$ cat src/rtl/tmode_pkg.sv
package tmode_pkg;

    typedef enum logic [2:0] {
        ST_IDLE  = 3'd0,
        ST_SETUP = 3'd1,
        ST_ARMED = 3'd2,
        ST_QUAL  = 3'd3,
        ST_DELAY = 3'd4
    } tm_state_e;

    // Level and edge information for one synchronized line
    typedef struct packed {
        logic lvl;
        logic rise;
        logic fall;
    } line_s;

    localparam int unsigned LANE_A = 0;
    localparam int unsigned LANE_B = 1;

    function automatic int unsigned bits_for(input longint unsigned maxv);
        int unsigned w;
        w = 1;
        while ((64'd1 << w) <= maxv) w++;
        return w;
    endfunction

    function automatic longint unsigned max3(input longint unsigned a,
                                             input longint unsigned b,
                                             input longint unsigned c);
        longint unsigned m;
        m = (a > b) ? a : b;
        return (m > c) ? m : c;
    endfunction

endpackage

$ cat src/rtl/tmode_sync.sv
module tmode_sync #(
    parameter int unsigned LANES    = 2,
    parameter int unsigned STAGES   = 2,
    parameter logic        IDLE_LVL = 1'b1
) (
    input  logic             clk,
    input  logic             rst,
    input  logic [LANES-1:0] d,
    output logic [LANES-1:0] q
);
    for (genvar g = 0; g < LANES; g++) begin : g_lane
        logic [STAGES-1:0] chain;
        always_ff @(posedge clk) begin
            if (rst) chain <= {STAGES{IDLE_LVL}};
            else     chain <= {chain[STAGES-2:0], d[g]};
        end
        assign q[g] = chain[STAGES-1];
    end
endmodule

$ cat src/rtl/tmode_edge.sv
module tmode_edge
    import tmode_pkg::*;
#(
    parameter int unsigned LANES = 2
) (
    input  logic                   clk,
    input  logic                   rst,
    input  logic [LANES-1:0]       lvl,
    output line_s [LANES-1:0]      ln
);
    logic [LANES-1:0] prev_q;

    always_ff @(posedge clk) begin
        if (rst) prev_q <= '1;
        else     prev_q <= lvl;
    end

    for (genvar g = 0; g < LANES; g++) begin : g_edge
        assign ln[g].lvl  = lvl[g];
        assign ln[g].rise = lvl[g] & ~prev_q[g];
        assign ln[g].fall = ~lvl[g] & prev_q[g];
    end
endmodule

$ cat src/rtl/tmode_timer.sv
module tmode_timer #(
    parameter int unsigned W = 8
) (
    input  logic         clk,
    input  logic         rst,
    input  logic         clr,
    output logic [W-1:0] cnt
);
    always_ff @(posedge clk) begin
        if (rst || clr)      cnt <= '0;
        else if (cnt != '1)  cnt <= cnt + 1'b1;
    end
endmodule

$ cat src/rtl/tmode_pulse_count.sv
module tmode_pulse_count
    import tmode_pkg::*;
#(
    parameter int unsigned PULSES = 8
) (
    input  logic clk,
    input  logic rst,
    input  logic clr,
    input  logic inc,
    output logic last
);
    localparam int unsigned PW = bits_for(longint'(PULSES));
    localparam logic [PW-1:0] LAST_VAL = PW'(PULSES - 1);

    logic [PW-1:0] cnt_q;

    always_ff @(posedge clk) begin
        if (rst || clr)                 cnt_q <= '0;
        else if (inc && cnt_q != '1)    cnt_q <= cnt_q + 1'b1;
    end

    assign last = (cnt_q == LAST_VAL);
endmodule

$ cat src/rtl/tmode_entry_detect.sv
module tmode_entry_detect
    import tmode_pkg::*;
#(
    parameter int unsigned SETUP_CYC  = 100_000,
    parameter int unsigned WINDOW_CYC = 3_500_000,
    parameter int unsigned DELAY_CYC  = 25_000_000,
    parameter int unsigned PULSES     = 8,
    parameter int unsigned SYNC_STG   = 2
) (
    input  logic clk,
    input  logic rst,
    input  logic mr_a_n,
    input  logic mr_b_n,
    output logic test_active,
    output logic fire_req
);
    localparam longint unsigned MAX_CYC =
        max3(longint'(SETUP_CYC), longint'(WINDOW_CYC), longint'(DELAY_CYC));
    localparam int unsigned TW = bits_for(MAX_CYC);
    localparam logic [TW-1:0] SETUP_LAST  = TW'(SETUP_CYC - 1);
    localparam logic [TW-1:0] WINDOW_LAST = TW'(WINDOW_CYC - 1);
    localparam logic [TW-1:0] DELAY_LAST  = TW'(DELAY_CYC - 1);

    logic [1:0]        raw;
    logic [1:0]        synced;
    line_s [1:0]       lines;
    line_s             la, lb;
    logic              a_s, b_s;
    tm_state_e         st, st_nx;
    logic [TW-1:0]     tmr;
    logic              tmr_clr;
    logic              pc_clr, pc_last;
    logic              fire_d, fire_q;

    assign raw[LANE_A] = mr_a_n;
    assign raw[LANE_B] = mr_b_n;

    tmode_sync #(.LANES(2), .STAGES(SYNC_STG), .IDLE_LVL(1'b1)) u_sync (
        .clk(clk), .rst(rst), .d(raw), .q(synced)
    );

    tmode_edge #(.LANES(2)) u_edge (
        .clk(clk), .rst(rst), .lvl(synced), .ln(lines)
    );

    assign la  = lines[LANE_A];
    assign lb  = lines[LANE_B];
    assign a_s = la.lvl;
    assign b_s = lb.lvl;

    tmode_timer #(.W(TW)) u_tmr (
        .clk(clk), .rst(rst), .clr(tmr_clr), .cnt(tmr)
    );

    tmode_pulse_count #(.PULSES(PULSES)) u_pc (
        .clk(clk), .rst(rst), .clr(pc_clr),
        .inc(lb.rise), .last(pc_last)
    );

    // Next-state selection; the shared timer restarts on every state change
    always_comb begin
        st_nx  = st;
        fire_d = 1'b0;
        unique case (st)
            ST_IDLE: begin
                if (la.fall && lb.lvl) st_nx = ST_SETUP;
            end
            ST_SETUP: begin
                if (la.rise || lb.fall)    st_nx = ST_IDLE;
                else if (tmr == SETUP_LAST) st_nx = ST_ARMED;
            end
            ST_ARMED: begin
                if (la.rise)      st_nx = ST_IDLE;
                else if (lb.fall) st_nx = ST_QUAL;
            end
            ST_QUAL: begin
                if (la.rise)                   st_nx = ST_IDLE;
                else if (lb.rise && pc_last)   st_nx = ST_DELAY;
                else if (tmr == WINDOW_LAST)   st_nx = ST_IDLE;
            end
            ST_DELAY: begin
                if (la.lvl && lb.lvl) begin
                    st_nx = ST_IDLE;
                end else if (tmr == DELAY_LAST) begin
                    st_nx  = ST_IDLE;
                    fire_d = 1'b1;
                end
            end
            default: st_nx = ST_IDLE;
        endcase
    end

    assign tmr_clr = (st_nx != st);
    assign pc_clr  = (st != ST_QUAL);

    always_ff @(posedge clk) begin
        if (rst) begin
            st     <= ST_IDLE;
            fire_q <= 1'b0;
        end else begin
            st     <= st_nx;
            fire_q <= fire_d;
        end
    end

    assign test_active = (st == ST_DELAY);
    assign fire_req    = fire_q;
endmodule

$ cat config.mk
export PLATFORM = sky130hd
export DESIGN_NAME = tmode_entry_detect
export DESIGN_NICKNAME = d
export VERILOG_FILES = /design/src/rtl/tmode_pkg.sv /design/src/rtl/tmode_sync.sv /design/src/rtl/tmode_edge.sv /design/src/rtl/tmode_timer.sv /design/src/rtl/tmode_pulse_count.sv /design/src/rtl/tmode_entry_detect.sv
export SDC_FILE = /design/constraint.sdc
export NUM_CORES = 1
export LEC_CHECK = 0
export CAP_MARGIN = 20
export CORE_MARGIN = 3
export CORE_UTILIZATION = 58
export CTS_CLUSTER_DIAMETER = 150
export DETAILED_ROUTE_END_ITERATION = 8
export PLACE_DENSITY = 0.82
export SLEW_MARGIN = 25
export SYNTH_ARGS = -nofsm -noshare
export SYNTH_HDL_FRONTEND = slang
export SYNTH_SLANG_ARGS = --single-unit
$ cat constraint.sdc
create_clock -name clk -period 5.3 [get_ports clk]
set_input_delay 0.795 -clock clk [delete_from_list [all_inputs] [get_ports clk]]
set_output_delay 0.795 -clock clk [all_outputs]
set_load 0.01 [all_outputs]
==> results.json, run 1 <==
{
  "status": "finished, final reports clean",
  "cts_hold_repair.buffers": 0,
  "slowest_stage": "o21ai_4",
  "power_leakage_nw": 0.665,
  "drt_iter0_markers": 95,
  "synth-seq-area-share": 0.406,
  "die-area_um2": 4040,
  "synthDistinctLibCells": 46,
  "arrival_ns": 2.81,
  "place_area_um2": 2000,
  "first_global_vias": 1444,
  "clk_pin_slew_ns": 0.12,
  "gr-total-overflow": 0,
  "async_flop_share": 0,
  "path_class": "register to register",
  "avgRoutedWirePerCell_um": 12.5,
  "clock_latency_ns": 0.35,
  "p_comb_frac": 0.043,
  "slew_violations": 0,
  "synthCells": 225,
  "nNetsFinal": 238,
  "internal-power_uw": 355,
  "routed_wl_um": 3470,
  "crit_fanout": 25,
  "dp_hpwl_um": 2480,
  "slew_headroom": 0.568,
  "yosysWarnings": 0,
  "min_period_over_period": 0.488,
  "slowest_delay_ns": 0.56,
  "hold_path_class": "register to register",
  "ys.flop_type": "dfxtp_1",
  "synth.area.top_cells": "dfxtp_1, nor2_1, xor2_1, nand3_1, xnor2_1",
  "power_frac_clock": 0.312,
  "cts-resized-gates": 0,
  "synth_area_um2": 1920,
  "tightest_slew_ns": 0.645,
  "fmax_mhz": 386,
  "ant_nets": 0,
  "cts_sinks": 39,
  "r2r-start": "u_tmr.cnt[0]$_SDFFE_PP0P_",
  "grt_max_degree": 26,
  "rows": 20,
  "max_cap_violations": 0,
  "ir_worst_vdd_uv": 207,
  "die_y_um": 63.6,
  "min_from": "u_sync.g_lane[1].chain[0]$_SDFF_PP1_",
  "design.core.area_um2": 3100,
  "worstSetupEndpointType": "register",
  "dr.pass1.iters": 4,
  "drive_above_1_share": 0.0858,
  "cts_buffers": 5,
  "cts_post_setup_buffers_inserted": 0,
  "cts_root_buf": "clkbuf_4",
  "final.setup.tns_ns": 0,
  "grt_setup_unrepaired": "false",
  "worst_hold_slack_ns": 0.422,
  "numPortBuffers": 5,
  "layout_common_cells": "nor2_1, dfxtp_1, nand3_1",
  "p_sw_uw": 112,
  "setup_slack_ns": 2.71,
  "htreeDepth": 2,
  "final_area_um2": 2050,
  "grt_usage": 0.196,
  "synth_edf_count": 0,
  "area.growth.synth_to_final_pct": 6.77,
  "final_common_cell": "nor2_1",
  "start_kind": "register",
  "num_vias": 1587,
  "initial_core_util": 0.620,
  "finalSetupViolCount": 0,
  "clk_path_buf_depth": 2,
  "synth_top_cell_by_area": "dfxtp_1",
  "die_w_um": 63.6,
  "antenna_found_initial": 0,
  "p_per_area_nw_per_um2": 228,
  "grt_pass1_wl_um": 6300,
  "crit_start": "u_tmr.cnt[0]$_SDFFE_PP0P_",
  "swShare": 0.239,
  "pwr-share-seq": 0.645,
  "path_cells": "ha_1 -> nand2_1 -> nor3b_1 -> nand4_1 -> o21ai_1 -> a2111oi_4 -> o21ai_4 -> nor3_1",
  "vias_per_cell": 5.73,
  "cts_tree": "built",
  "cp.required_ns": 5.52,
  "period_needed_ns": 2.59,
  "dp_slack_ns": 2.61,
  "yosys_register_bits": 39,
  "drc": 0,
  "hold_violations": 0,
  "skew_ns": 0.00877,
  "num_antenna_cells": 0,
  "pin_count": 6,
  "gp_congestion": 0.891,
  "syn-num-nets": 231,
  "synth_top_cell_area_share": 0.406,
  "postSynthAreaPerCell_um2": 8.55
}
-- registers in the layout (all words and copies together), names as in the netlist --
name                 cells
fire_req                 1
st                       3
u_edge.prev_q            2
u_pc.cnt_q               4
u_sync.g_lane.chain      4
u_tmr.cnt               25
-- per-layer routing --
| metal | GRT usage | share of wire | vias up | routed length [um] |
|---|---|---|---|---|
| met5 | 0 | 0 | - | 0 |
| met4 | 0.0970 | 0.021 | 0 | 73 |
| met3 | 0.0606 | 0.040 | 10 | 140 |
| met2 | 0.292 | 0.44 | 28 | 1530 |
| met1 | 0.254 | 0.50 | 735 | 1730 |
| li1 | - | - | 814 | - |
-- per-stage QoR --
stage               utilization  cells  power (mW)
floorplan                     -    225       0.324
global placement          0.645    269       0.328
detailed placement        0.645    269       0.328
CTS                       0.662    277       0.471
global route              0.662    277       0.489
finish                    0.662    277       0.467
-- worst max-delay path, delay by kind of cell, from the launching register on --
| family | cells | cell delay, ns |
|---|---|---|
| and+or+nand+nor | 4 | 0.78 |
| adders and majority gates | 1 | 0.29 |
| DFF | 1 | 0.39 |
| AOI/OAI and AO/OA | 3 | 0.99 |
-- kinds of logic (layout without fill, tap and decap cells) --
family | count (synthesis) | after routing | synth area share
simple gates | 134 | 134 | 0.372
flops | 39 | 39 | 0.406
compound gates | 20 | 20 | 0.0878
xor+xnor | 20 | 20 | 0.0911
buf+inv | 8 | 16 | 0.0202
fa+ha+maj | 2 | 2 | 0.0130
mux | 2 | 2 | 0.0104
-- cell type report --
cell class	instances	area (um2)
fillers	284	1050
repair buffers	5	50.0
inverters	3	11.3
clock buffers	5	37.5
well taps	44	55.1
flip-flops and latches	39	781
clock inverters	3	15.0
multi-input cells	178	1100
-- path summary, 6_finish.rpt --
| check | endpoint | slack (ns) | cells past startpoint |
|---|---|---|---|
| hold reg to reg | u_sync.g_lane[1].chain[1]$_SDFF_PP1_ | 0.42 | 1 |
| setup reg to reg | u_tmr.cnt[2]$_SDFFE_PP0P_ | 2.71 | 8 |
| setup / recovery | u_tmr.cnt[2]$_SDFFE_PP0P_ | 2.71 | 8 |
| hold / removal | u_sync.g_lane[1].chain[1]$_SDFF_PP1_ | 0.42 | 1 |
-- synth_stat cells, types with 2 or more instances --
library cell,count
nand2b_1,3
nor2b_1,4
a31oi_1,3
a21oi_1,4
ha_1,2
mux2i_1,2
and2_1,4
nor2_1,44
nand4b_1,2
xnor2_1,9
nand4_1,11
xor2_1,11
buf_4,2
nand2_1,11
or2_2,6
nand3b_1,2
clkbuf_1,2
a211oi_1,2
and3_1,3
nor4_2,2
and4_1,4
nor4_1,3
inv_1,2
o21ai_0,2
dfxtp_1,39
nor3_1,10
nand3_1,17
-- power groups by stage --
stage	Combinational, mW	Sequential [mW]	Clock [mW]
3_3_place_gp	0.0197	0.308	0
5_1_grt	0.0235	0.302	0.163
6_report	0.0201	0.301	0.146
3_5_place_dp	0.0199	0.308	0
2_1_floorplan	0.0166	0.307	0
4_1_cts	0.0201	0.302	0.149
Note: power is estimated with default switching activity, not from simulation.
==> run 2: changes to the inputs <==
clock period = 2.6 ns   (was 5.3 ns; I/O delays follow)
==> run 2 against run 1 <==
Utilization is 3.5 points higher. Cell area is 5.2% higher. Non-clock buffer count is 2 higher. Die area stayed put. Total power is 150% higher. Sequential share of layout area is 1.9 points lower. Register-to-register slack worse by 2.4 ns. Sequential power is 100% higher. Global-route usage is 1.7 points higher. Combinational power is 150% higher. Routed wire length is 12% higher.
==> results.json, run 2 (synthesis results as in run 1) <==
{
  "status": "finished, final reports clean",
  "period_needed_ns": 2.34,
  "min_period_over_period": 0.898,
  "crit_fanout": 13,
  "hold_path_class": "register to register",
  "gp_congestion": 0.788,
  "path_delay_family": "simple AND/OR/NAND/NOR gates",
  "die_y_um": 63.6,
  "power_leakage_nw": 0.699,
  "clk_pin_slew_ns": 0.13,
  "design.core.area_um2": 3100,
  "vias_per_cell": 5.83,
  "p_total_mw": 1.17,
  "first_global_vias": 1498,
  "top_register": "u_tmr.cnt",
  "clock_latency_ns": 0.35,
  "p_comb_frac": 0.043,
  "internal-power_uw": 927,
  "top_regs": "u_tmr.cnt: 25 flops, u_pc.cnt_q: 4 flops, u_sync.g_lane.chain: 4 flops",
  "drc": 0,
  "tightest_slew_ns": 0.676,
  "antenna_found_initial": 0,
  "grt_max_degree": 26,
  "grt_setup_unrepaired": "false",
  "p_sw_uw": 240,
  "cp.required_ns": 2.82,
  "slew_violations": 0,
  "fill_cells": 273,
  "cts-resized-gates": 0,
  "htreeDepth": 2,
  "ir_worst_vdd_uv": 361,
  "cts_root_buf": "clkbuf_4",
  "fmax_mhz": 428,
  "max_cap_violations": 0,
  "drive_above_1_share": 0.110,
  "pin_count": 6,
  "final_common_cell": "nor2_1",
  "dr.pass1.iters": 4,
  "hold-path-cell-count": 1,
  "die-area_um2": 4040,
  "num_antenna_cells": 0,
  "routed_wl_um": 3890,
  "slowest_delay_ns": 0.39,
  "avgRoutedWirePerCell_um": 13.9,
  "cts_sinks": 39,
  "path_depth": 8,
  "nNetsFinal": 241,
  "skew_ns": 0.0173,
  "worstSetupEndpointType": "register",
  "slew_headroom": 0.545,
  "power_frac_clock": 0.430,
  "layout_common_cells": "nor2_1, dfxtp_1, nand3_1",
  "slowest_stage": "dfxtp_1",
  "grt_usage": 0.213,
  "critPathBufInv": 0,
  "reg2regPathDepth": 8,
  "largest_reg_flops": 25,
  "final.setup.tns_ns": 0,
  "pwr-share-seq": 0.527,
  "ant_nets": 0,
  "cts_buffers": 5,
  "rows": 20,
  "cts_post_setup_buffers_inserted": 0,
  "grt_pass1_wl_um": 6810,
  "dp_hpwl_um": 2670,
  "swShare": 0.205,
  "initial_core_util": 0.620,
  "area.growth.synth_to_final_pct": 12.4,
  "start_kind": "register",
  "cts_tree": "built",
  "p_per_area_nw_per_um2": 540,
  "die_w_um": 63.6,
  "path_cells": "ha_2 -> nand2_1 -> nor3b_1 -> nand4_1 -> and2_1 -> o21a_1 -> o21ai_4 -> nor3_1",
  "clk_path_buf_depth": 2,
  "num_vias": 1631,
  "hold_violations": 0,
  "cts_hold_repair.buffers": 0,
  "drt_iter0_markers": 99,
  "finalSetupViolCount": 0,
  "arrival_ns": 2.56,
  "path_class": "register to register",
  "numPortBuffers": 5,
  "gr-total-overflow": 0
}
==> run 2: changes by cell type in the layout (fill, tap and decap cells not counted), sizes merged <==
cell,previous run,this run
buf,0,2
bufinv,0,2
clkinv,4,1
clkinvlp,0,1
o21ai,4,5
==> run 2: cell type report <==
type,count,area (um2),area share
Timing Repair Buffer,7,65.1,0.0301
Tap cell,44,55.1,0.0255
Clock buffer,5,37.5,0.0174
Clock inverter,3,67.6,0.0313
Inverter,3,11.3,0.00521
Sequential cell,39,781,0.361
Multi-Input combinational cell,179,1140,0.529
==> run 2: per-stage QoR <==
| step | instance area, um2 | hold slack [ns] | worst slack, ns | utilization | cells |
|---|---|---|---|---|---|
| 6_report | 2160 | 0.424 | 0.265 | 0.696 | 280 |
| 5_1_grt | 2160 | 0.451 | 0.0193 | 0.696 | 280 |
| 4_1_cts | 2120 | 0.425 | 0.0961 | 0.683 | 279 |
| 3_5_place_dp | 2020 | 0.395 | 0.116 | 0.650 | 271 |
| 3_3_place_gp | 2020 | 0.392 | 0.201 | 0.650 | 271 |
| 2_1_floorplan | 1920 | 0.389 | 0.516 | - | 225 |
==> run 2: power groups by stage <==
stage	sequential (mW)	combinational (mW)	clock (mW)
final	0.615	0.0500	0.502
after global placement	0.628	0.0420	0
after CTS	0.615	0.0432	0.512
after global routing	0.617	0.0567	0.540
after detailed placement	0.628	0.0431	0
after floorplan	0.626	0.0338	0
==> run 2: worst reg2reg max path, cell delays in order (launching register included) <==
cell     delay [ns]
dfxtp_1        0.39
ha_2           0.25
nand2_1        0.12
nor3b_1        0.26
nand4_1        0.17
and2_1         0.26
o21a_1         0.28
o21ai_4        0.38
nor3_1         0.11
==> run 2: path summary, 6_finish.rpt <==
path	from	endpoint	slack [ns]
hold / removal	u_sync.g_lane[1].chain[0]$_SDFF_PP1_	u_sync.g_lane[1].chain[1]$_SDFF_PP1_	0.42
hold reg to reg	u_sync.g_lane[1].chain[0]$_SDFF_PP1_	u_sync.g_lane[1].chain[1]$_SDFF_PP1_	0.42
setup / recovery	u_tmr.cnt[0]$_SDFFE_PP0P_	u_tmr.cnt[4]$_SDFFE_PP0P_	0.26
setup reg to reg	u_tmr.cnt[0]$_SDFFE_PP0P_	u_tmr.cnt[4]$_SDFFE_PP0P_	0.26
==> run 2: routing by layer <==
layer  GRT usage  part of all wire  vias to the layer above
met5           0                 0                        -
met4      0.0863             0.021                        0
met3      0.0535             0.042                       11
met2       0.323              0.46                       37
met1       0.286              0.48                      757
li1            -                 -                      826
==> run 3: changes to the inputs <==
CAP_MARGIN = unset   (was 20)
==> results of run 3 <==
Final layout, timing and power as in run 2 (identical DEF).
